$ cat src/rtl/xbus_pkg.sv
package xbus_pkg;
   typedef enum logic [1:0] {
      SP_PROG = 2'd0,
      SP_DATA = 2'd1,
      SP_IO   = 2'd2,
      SP_NONE = 2'd3
   } space_e;

   typedef enum logic [1:0] {
      PH_IDLE = 2'd0,
      PH_T1   = 2'd1,
      PH_WAIT = 2'd2,
      PH_T2   = 2'd3
   } phase_e;

   localparam int unsigned NUM_REGIONS = 5;
endpackage

$ cat src/rtl/xbus_ready_sync.sv
module xbus_ready_sync #(
   parameter int unsigned STAGES = 2
) (
   input  logic clk,
   input  logic rst_n,
   input  logic raw_i,
   output logic sync_o
);
   if (STAGES < 2) begin : g_bad_stages
      $error("xbus_ready_sync: STAGES must be at least 2");
   end

   logic [STAGES-1:0] chain_q;

   for (genvar s = 0; s < STAGES; s++) begin : g_stage
      if (s == 0) begin : g_first
         always_ff @(posedge clk or negedge rst_n) begin
            if (!rst_n) chain_q[s] <= 1'b1;
            else        chain_q[s] <= raw_i;
         end
      end else begin : g_next
         always_ff @(posedge clk or negedge rst_n) begin
            if (!rst_n) chain_q[s] <= 1'b1;
            else        chain_q[s] <= chain_q[s-1];
         end
      end
   end

   assign sync_o = chain_q[STAGES-1];
endmodule

$ cat src/rtl/xbus_ws_select.sv
module xbus_ws_select
   import xbus_pkg::*;
#(
   parameter int unsigned WS_W = 3
) (
   input  space_e                        space_i,
   input  logic                          upper_i,
   input  logic [NUM_REGIONS*WS_W-1:0]   cfg_i,
   output logic [WS_W-1:0]               ws_o
);
   localparam int unsigned IDX_W = $clog2(NUM_REGIONS);

   if (WS_W < 1) begin : g_bad_ws
      $error("xbus_ws_select: WS_W must be positive");
   end

   logic [WS_W-1:0]  field_a [NUM_REGIONS];
   logic [IDX_W-1:0] idx;

   for (genvar g = 0; g < NUM_REGIONS; g++) begin : g_field
      assign field_a[g] = cfg_i[g*WS_W +: WS_W];
   end

   always_comb begin
      case (space_i)
         SP_PROG: idx = upper_i ? IDX_W'(1) : IDX_W'(0);
         SP_DATA: idx = upper_i ? IDX_W'(3) : IDX_W'(2);
         SP_IO:   idx = IDX_W'(4);
         default: idx = IDX_W'(0);
      endcase
   end

   assign ws_o = field_a[idx];
endmodule

$ cat src/rtl/xbus_cycle_fsm.sv
module xbus_cycle_fsm
   import xbus_pkg::*;
#(
   parameter int unsigned AW   = 16,
   parameter int unsigned DW   = 16,
   parameter int unsigned WS_W = 3
) (
   input  logic            clk,
   input  logic            rst_n,
   input  logic            req_i,
   input  space_e          space_i,
   input  logic            write_i,
   input  logic [AW-1:0]   addr_i,
   input  logic [DW-1:0]   wdata_i,
   input  logic [WS_W-1:0] ws_i,
   input  logic            ready_s_i,
   input  logic [DW-1:0]   xdata_i,
   output logic [AW-1:0]   xaddr_o,
   output logic [DW-1:0]   xdata_o,
   output logic            xdata_oe_o,
   output logic [2:0]      sel_n_o,
   output logic            rnw_o,
   output logic            mem_strb_n_o,
   output logic            io_strb_n_o,
   output logic            done_o,
   output logic [DW-1:0]   rdata_o
);
   localparam logic [WS_W-1:0] CNT_ONE = WS_W'(1);

   phase_e          phase_q;
   logic [WS_W-1:0] cnt_q;
   logic [AW-1:0]   addr_q;
   logic [DW-1:0]   wdata_q, rdata_q;
   logic [2:0]      sel_n_q;
   logic            rnw_q, oe_q, mstrb_n_q, iostrb_n_q, done_q;
   logic            accept;

   assign accept = (phase_q == PH_IDLE) && req_i && (space_i != SP_NONE);

   always_ff @(posedge clk or negedge rst_n) begin
      if (!rst_n) begin
         phase_q    <= PH_IDLE;
         cnt_q      <= '0;
         addr_q     <= '0;
         wdata_q    <= '0;
         rdata_q    <= '0;
         sel_n_q    <= 3'b111;
         rnw_q      <= 1'b1;
         oe_q       <= 1'b0;
         mstrb_n_q  <= 1'b1;
         iostrb_n_q <= 1'b1;
         done_q     <= 1'b0;
      end else begin
         done_q <= 1'b0;
         case (phase_q)
            PH_IDLE: begin
               if (accept) begin
                  phase_q    <= PH_T1;
                  cnt_q      <= ws_i;
                  addr_q     <= addr_i;
                  wdata_q    <= wdata_i;
                  rnw_q      <= ~write_i;
                  oe_q       <= write_i;
                  sel_n_q[0] <= (space_i != SP_PROG);
                  sel_n_q[1] <= (space_i != SP_DATA);
                  sel_n_q[2] <= (space_i != SP_IO);
                  mstrb_n_q  <= (space_i == SP_IO);
                  iostrb_n_q <= (space_i != SP_IO);
               end
            end
            PH_T1: begin
               phase_q <= (cnt_q == '0) ? PH_T2 : PH_WAIT;
            end
            PH_WAIT: begin
               if (cnt_q > CNT_ONE) cnt_q <= cnt_q - CNT_ONE;
               else if (ready_s_i)  phase_q <= PH_T2;
            end
            PH_T2: begin
               phase_q    <= PH_IDLE;
               done_q     <= 1'b1;
               if (rnw_q) rdata_q <= xdata_i;
               sel_n_q    <= 3'b111;
               rnw_q      <= 1'b1;
               oe_q       <= 1'b0;
               mstrb_n_q  <= 1'b1;
               iostrb_n_q <= 1'b1;
            end
            default: phase_q <= PH_IDLE;
         endcase
      end
   end

   assign xaddr_o      = addr_q;
   assign xdata_o      = wdata_q;
   assign xdata_oe_o   = oe_q;
   assign sel_n_o      = sel_n_q;
   assign rnw_o        = rnw_q;
   assign mem_strb_n_o = mstrb_n_q;
   assign io_strb_n_o  = iostrb_n_q;
   assign done_o       = done_q;
   assign rdata_o      = rdata_q;


   sel_single_chk: assert property (@(posedge clk) disable iff (!rst_n)
      $countones(~sel_n_q) <= 1);


   strobe_sel_chk: assert property (@(posedge clk) disable iff (!rst_n)
      (!(mstrb_n_q && iostrb_n_q)) == (sel_n_q != 3'b111));


   io_strobe_space_chk: assert property (@(posedge clk) disable iff (!rst_n)
      !iostrb_n_q |-> (!sel_n_q[2] && mstrb_n_q));


   oe_write_only_chk: assert property (@(posedge clk) disable iff (!rst_n)
      oe_q |-> (!rnw_q && !(mstrb_n_q && iostrb_n_q)));


   done_after_strobe_chk: assert property (@(posedge clk) disable iff (!rst_n)
      done_q |-> (mstrb_n_q && iostrb_n_q && !($past(mstrb_n_q) && $past(iostrb_n_q))));


   cycle_hold_chk: assert property (@(posedge clk) disable iff (!rst_n)
      (phase_q != PH_IDLE && $past(phase_q) != PH_IDLE) |->
         ($stable(addr_q) && $stable(sel_n_q) && $stable(rnw_q)));
endmodule

$ cat src/rtl/xbus_wait_ctrl.sv
module xbus_wait_ctrl
   import xbus_pkg::*;
#(
   parameter int unsigned AW          = 16,
   parameter int unsigned DW          = 16,
   parameter int unsigned WS_W        = 3,
   parameter int unsigned SYNC_STAGES = 2,
   localparam int unsigned CFG_W      = NUM_REGIONS * WS_W
) (
   input  logic             clk,
   input  logic             rst_n,
   input  logic             req_i,
   input  logic [1:0]       req_space_i,
   input  logic             req_write_i,
   input  logic [AW-1:0]    req_addr_i,
   input  logic [DW-1:0]    req_wdata_i,
   input  logic [CFG_W-1:0] wait_cfg_i,
   input  logic             ready_i,
   output logic [AW-1:0]    xaddr_o,
   output logic [DW-1:0]    xdata_o,
   output logic             xdata_oe_o,
   input  logic [DW-1:0]    xdata_i,
   output logic             prog_sel_n_o,
   output logic             data_sel_n_o,
   output logic             io_sel_n_o,
   output logic             rnw_o,
   output logic             mem_strb_n_o,
   output logic             io_strb_n_o,
   output logic             done_o,
   output logic [DW-1:0]    rdata_o
);
   if (AW < 2) begin : g_bad_aw
      $error("xbus_wait_ctrl: AW must be at least 2");
   end
   if (DW < 1) begin : g_bad_dw
      $error("xbus_wait_ctrl: DW must be positive");
   end

   space_e          space;
   logic [WS_W-1:0] ws;
   logic            ready_s;
   logic [2:0]      sel_n;

   assign space = space_e'(req_space_i);

   xbus_ready_sync #(.STAGES(SYNC_STAGES)) u_sync (
      .clk    (clk),
      .rst_n  (rst_n),
      .raw_i  (ready_i),
      .sync_o (ready_s)
   );

   xbus_ws_select #(.WS_W(WS_W)) u_ws (
      .space_i (space),
      .upper_i (req_addr_i[AW-1]),
      .cfg_i   (wait_cfg_i),
      .ws_o    (ws)
   );

   xbus_cycle_fsm #(.AW(AW), .DW(DW), .WS_W(WS_W)) u_fsm (
      .clk          (clk),
      .rst_n        (rst_n),
      .req_i        (req_i),
      .space_i      (space),
      .write_i      (req_write_i),
      .addr_i       (req_addr_i),
      .wdata_i      (req_wdata_i),
      .ws_i         (ws),
      .ready_s_i    (ready_s),
      .xdata_i      (xdata_i),
      .xaddr_o      (xaddr_o),
      .xdata_o      (xdata_o),
      .xdata_oe_o   (xdata_oe_o),
      .sel_n_o      (sel_n),
      .rnw_o        (rnw_o),
      .mem_strb_n_o (mem_strb_n_o),
      .io_strb_n_o  (io_strb_n_o),
      .done_o       (done_o),
      .rdata_o      (rdata_o)
   );

   assign prog_sel_n_o = sel_n[0];
   assign data_sel_n_o = sel_n[1];
   assign io_sel_n_o   = sel_n[2];
endmodule

$ cat config.mk
export PLATFORM = sky130hd
export DESIGN_NAME = xbus_wait_ctrl
export DESIGN_NICKNAME = d
export VERILOG_FILES = /design/src/rtl/xbus_pkg.sv /design/src/rtl/xbus_ready_sync.sv /design/src/rtl/xbus_ws_select.sv /design/src/rtl/xbus_cycle_fsm.sv /design/src/rtl/xbus_wait_ctrl.sv
export SDC_FILE = /design/constraint.sdc
export NUM_CORES = 1
export LEC_CHECK = 0
export BUFFER_PORTS_ARGS = -buffer_cell sky130_fd_sc_hd__buf_2
export CAP_MARGIN = 5
export CORE_MARGIN = 4
export CORE_UTILIZATION = 50
export DETAILED_ROUTE_END_ITERATION = 8
export PLACE_DENSITY_LB_ADDON = 0.12
export SLEW_MARGIN = 20
export SYNTH_ARGS = -nofsm -noshare
export SYNTH_HDL_FRONTEND = slang
export SYNTH_SLANG_ARGS = --single-unit
$ cat constraint.sdc
create_clock -name clk -period 5.3 [get_ports clk]
set_clock_uncertainty 0.2 [all_clocks]
set_input_delay 0.795 -clock clk [delete_from_list [all_inputs] [get_ports clk]]
set_output_delay 0.795 -clock clk [all_outputs]
set_load 0.01 [all_outputs]
==> metrics.txt <==
sequential element share of the synthesized area 0.5572; R2R depth 7; core area 5270 um2; DRC viols 0; initial antenna violation count 0; clk root buf clkbuf_8; CTS tree built; Final HPWL DP about 5 mm; setup slack, reg-to-reg between 2000 and 3000 ps; ANT nets after route 0; mapped cell area between 2000 and 3000 um2; first-pass GRT wire length between 10 and 15 mm; Switching Share 0.3670; synthesis-stage register bit count between 60 and 70; Rows 26; Vias/cell roughly 5; crit path to u_fsm.cnt_q[2]$_DFFE_PN0P_; GRT Residual Overflow 0; total wire length 6.738 mm; Gate Count Post-Synth 273; Setup-failing EPs final 0; TNS Setup 0 ps; FMAX 378.8 MHz; CTS Buffer Depth 2; total track usage 0.2039; Reg-to-Reg End u_fsm.cnt_q[2]$_DFFE_PN0P_; Hold Path Class flop to flop; Seq pwr share 0.394; wire length per cell ~14 um; Post-CTS Setup Bufs 0; Pint 1.324 mW; kind of critical path flop to flop; TritonCTS Sinks 62; relative slew slack 0.4940; cell taking the most area after synthesis dfrtp_1; CP Max Fanout 22; Unique masters post-synth 41; global placer's final weighted congestion 0.8196; Lkg Pwr 1.971 nW; clock power share 0.191; Slew Limit Fails 0; crit path launch u_fsm.phase_q[0]$_DFFE_PN0P_; Pre-antenna DRT Iters 4; Hold Violations, Final 0; RSZ-0062 raised after global routing no; synth top area cells dfrtp_1 (49%), nand2_1 (14%), mux2_2 (7.2%), dfstp_2 (6.6%), ha_1 (3.6%); largest net degree at the start of global routing 63; Starting Density 0.5313; top cells by instance count after synthesis nand2_1 (104), dfrtp_1 (55), mux2_2 (18); power share of the combinational group 0.415; max_cap viols 0; Synth warnings 0; DIE AREA between 6000 and 7000 um2; clk_lat worst skew about 330 ps; status finished clean; Final Cycle Share 0.4981; fraction of registers with async set or reset after synthesis 1.000; Period minus WS final 2640 ps; CTS H-Tree Depth 3; Psw ~0.77 mW; CP required about 5400 ps; Ant. Diodes 0; Layout Nets between 400 and 500; Die Y a little over 80 um; quantity of I/O buffers inserted on ports approximately 130; post-CTS sizing 0; Avg Inst Size Synth 10.26 um2; area grow syn2layout 30.34%; most frequent cell after synthesis nand2_1; vias in the first global route ~2500; Arr. time, crit path roughly 2700 ps; Post-synth EDFFs 0; vias 2351; r2r startpoint u_fsm.phase_q[0]$_DFFE_PN0P_; hold buffer count at cts 0; Worst-Margin Slew 759.0 ps; post-synth top area share 0.4915; number of I/O pins 126; Cell Pwr Density around 570 nW/um2; ys flop type dfrtp_1; dpl cells 456; Post-Syn Nets between 300 and 400; layout cells sized above 1 0.4339; Setup crit end kind flop; fin cells 471; clk slew on worst S/H paths ~70 ps; cts bufs inserted 9; maximum vdd drop between 0.2 and 0.3 mV; DRT iter0 DRCs 88; startpoint types flop; Chip Width between 80 and 90 um
power by group through the flow:
stage          logic [mW]  clock network [mW]  registers (mW)
2_1_floorplan       0.454                   0           0.915
5_1_grt             0.968               0.432           0.854
3_3_place_gp        0.854                   0           0.825
4_1_cts             0.883               0.411           0.825
3_5_place_dp        0.879                   0           0.828
6_report            0.868               0.399           0.825
worst max-delay path, stage by stage, from the launching register on:
cell and delay (ps):
dfrtp_1 400, inv_1 150, ha_1 450, nand2_1 210, a21oi_2 520, buf_4 370
nand4_1 130, nand4b_1 120
per-layer routing:
metal | part of all wire | up-vias | global-route usage
li1 | - | 1155 | -
met1 | 0.41 | 1102 | 0.2409
met2 | 0.50 | 88 | 0.3389
met3 | 0.091 | 6 | 0.09208
met4 | 0.0064 | 0 | 0.05201
met5 | 0 | - | 0
area by class of cell:
| class | count | area [um2] |
|---|---|---|
| flip-flops and latches | 62 | 1560 |
| inverters | 6 | 22.52 |
| fillers | 452 | 1620 |
| multi-input cells | 190 | 1142 |
| clock buffers | 11 | 141.4 |
| clock inverters | 4 | 47.55 |
| well taps | 70 | 87.58 |
| repair buffers | 128 | 648.1 |
cell families (layout without fill, tap and decap cells):
| kind of cell | Yosys count | count (layout) | synth area share |
|---|---|---|---|
| flops | 62 | 62 | 0.5572 |
| simple gates | 125 | 125 | 0.1819 |
| mux | 29 | 29 | 0.1202 |
| compound gates | 28 | 28 | 0.07016 |
| buf+inv | 21 | 149 | 0.03485 |
| fa+ha+maj | 8 | 8 | 0.03575 |
sequential cells by signal, summed over array words and instances, names as in the netlist:
name / flops
u_fsm.done_o: 1
u_fsm.io_strb_n_o: 1
u_sync.sync_o: 1
u_fsm.phase_q: 2
u_fsm.rdata_o: 16
u_fsm.cnt_q: 3
u_fsm.xdata_oe_o: 1
u_sync.chain_q: 1
u_fsm.mem_strb_n_o: 1
u_fsm.xaddr_o: 16
u_fsm.xdata_o: 16
u_fsm.rnw_o: 1
u_fsm.sel_n_o: 2
cell usage in the layout (no fill, tap or decap), drive strengths merged, types with 2 or more instances in the layout:
| cell | instances |
|---|---|
| buf | 128 |
| nand2 | 104 |
| dfrtp | 55 |
| mux2 | 21 |
| clkbuf | 11 |
| ha | 8 |
| mux2i | 7 |
| dfstp | 7 |
| inv | 6 |
| a21oi | 6 |
| o21ai | 6 |
| nand2b | 5 |
| nand3 | 4 |
| o22a | 4 |
| nor2 | 3 |
| nor3 | 3 |
| nor2b | 2 |
| a31oi | 2 |
| clkinv | 2 |
through the flow:
| step | total power [mW] | hold WS [ps] | utilization | worst slack (ps) | area, um2 |
|---|---|---|---|---|---|
| after floorplan | 1.370 | 145.2 | - | 3143 | 2800 |
| after global placement | 1.679 | 150.6 | 0.6567 | 2840 | 3461 |
| after detailed placement | 1.707 | 147.8 | 0.6567 | 2716 | 3461 |
| after CTS | 2.118 | 168.6 | 0.6925 | 2681 | 3650 |
| after global routing | 2.254 | 172.3 | 0.6925 | 2459 | 3650 |
| final | 2.092 | 174.5 | 0.6925 | 2660 | 3650 |
worst min-delay path by stage:
stage,startpoint,end,slack [ps],cells after the start
2_1_floorplan,u_sync.chain_q[0]$_DFF_PN1_,u_sync.sync_o$_DFF_PN1_,150,0
6_report,u_sync.chain_q[0]$_DFF_PN1_,u_sync.sync_o$_DFF_PN1_,170,0
4_1_cts,u_sync.chain_q[0]$_DFF_PN1_,u_sync.sync_o$_DFF_PN1_,170,0
3_3_place_gp,u_sync.chain_q[0]$_DFF_PN1_,u_sync.sync_o$_DFF_PN1_,150,0
5_1_grt,u_sync.chain_q[0]$_DFF_PN1_,u_sync.sync_o$_DFF_PN1_,170,0
3_5_place_dp,u_sync.chain_q[0]$_DFF_PN1_,u_sync.sync_o$_DFF_PN1_,150,0
Note: power is estimated with default switching activity, not from simulation.
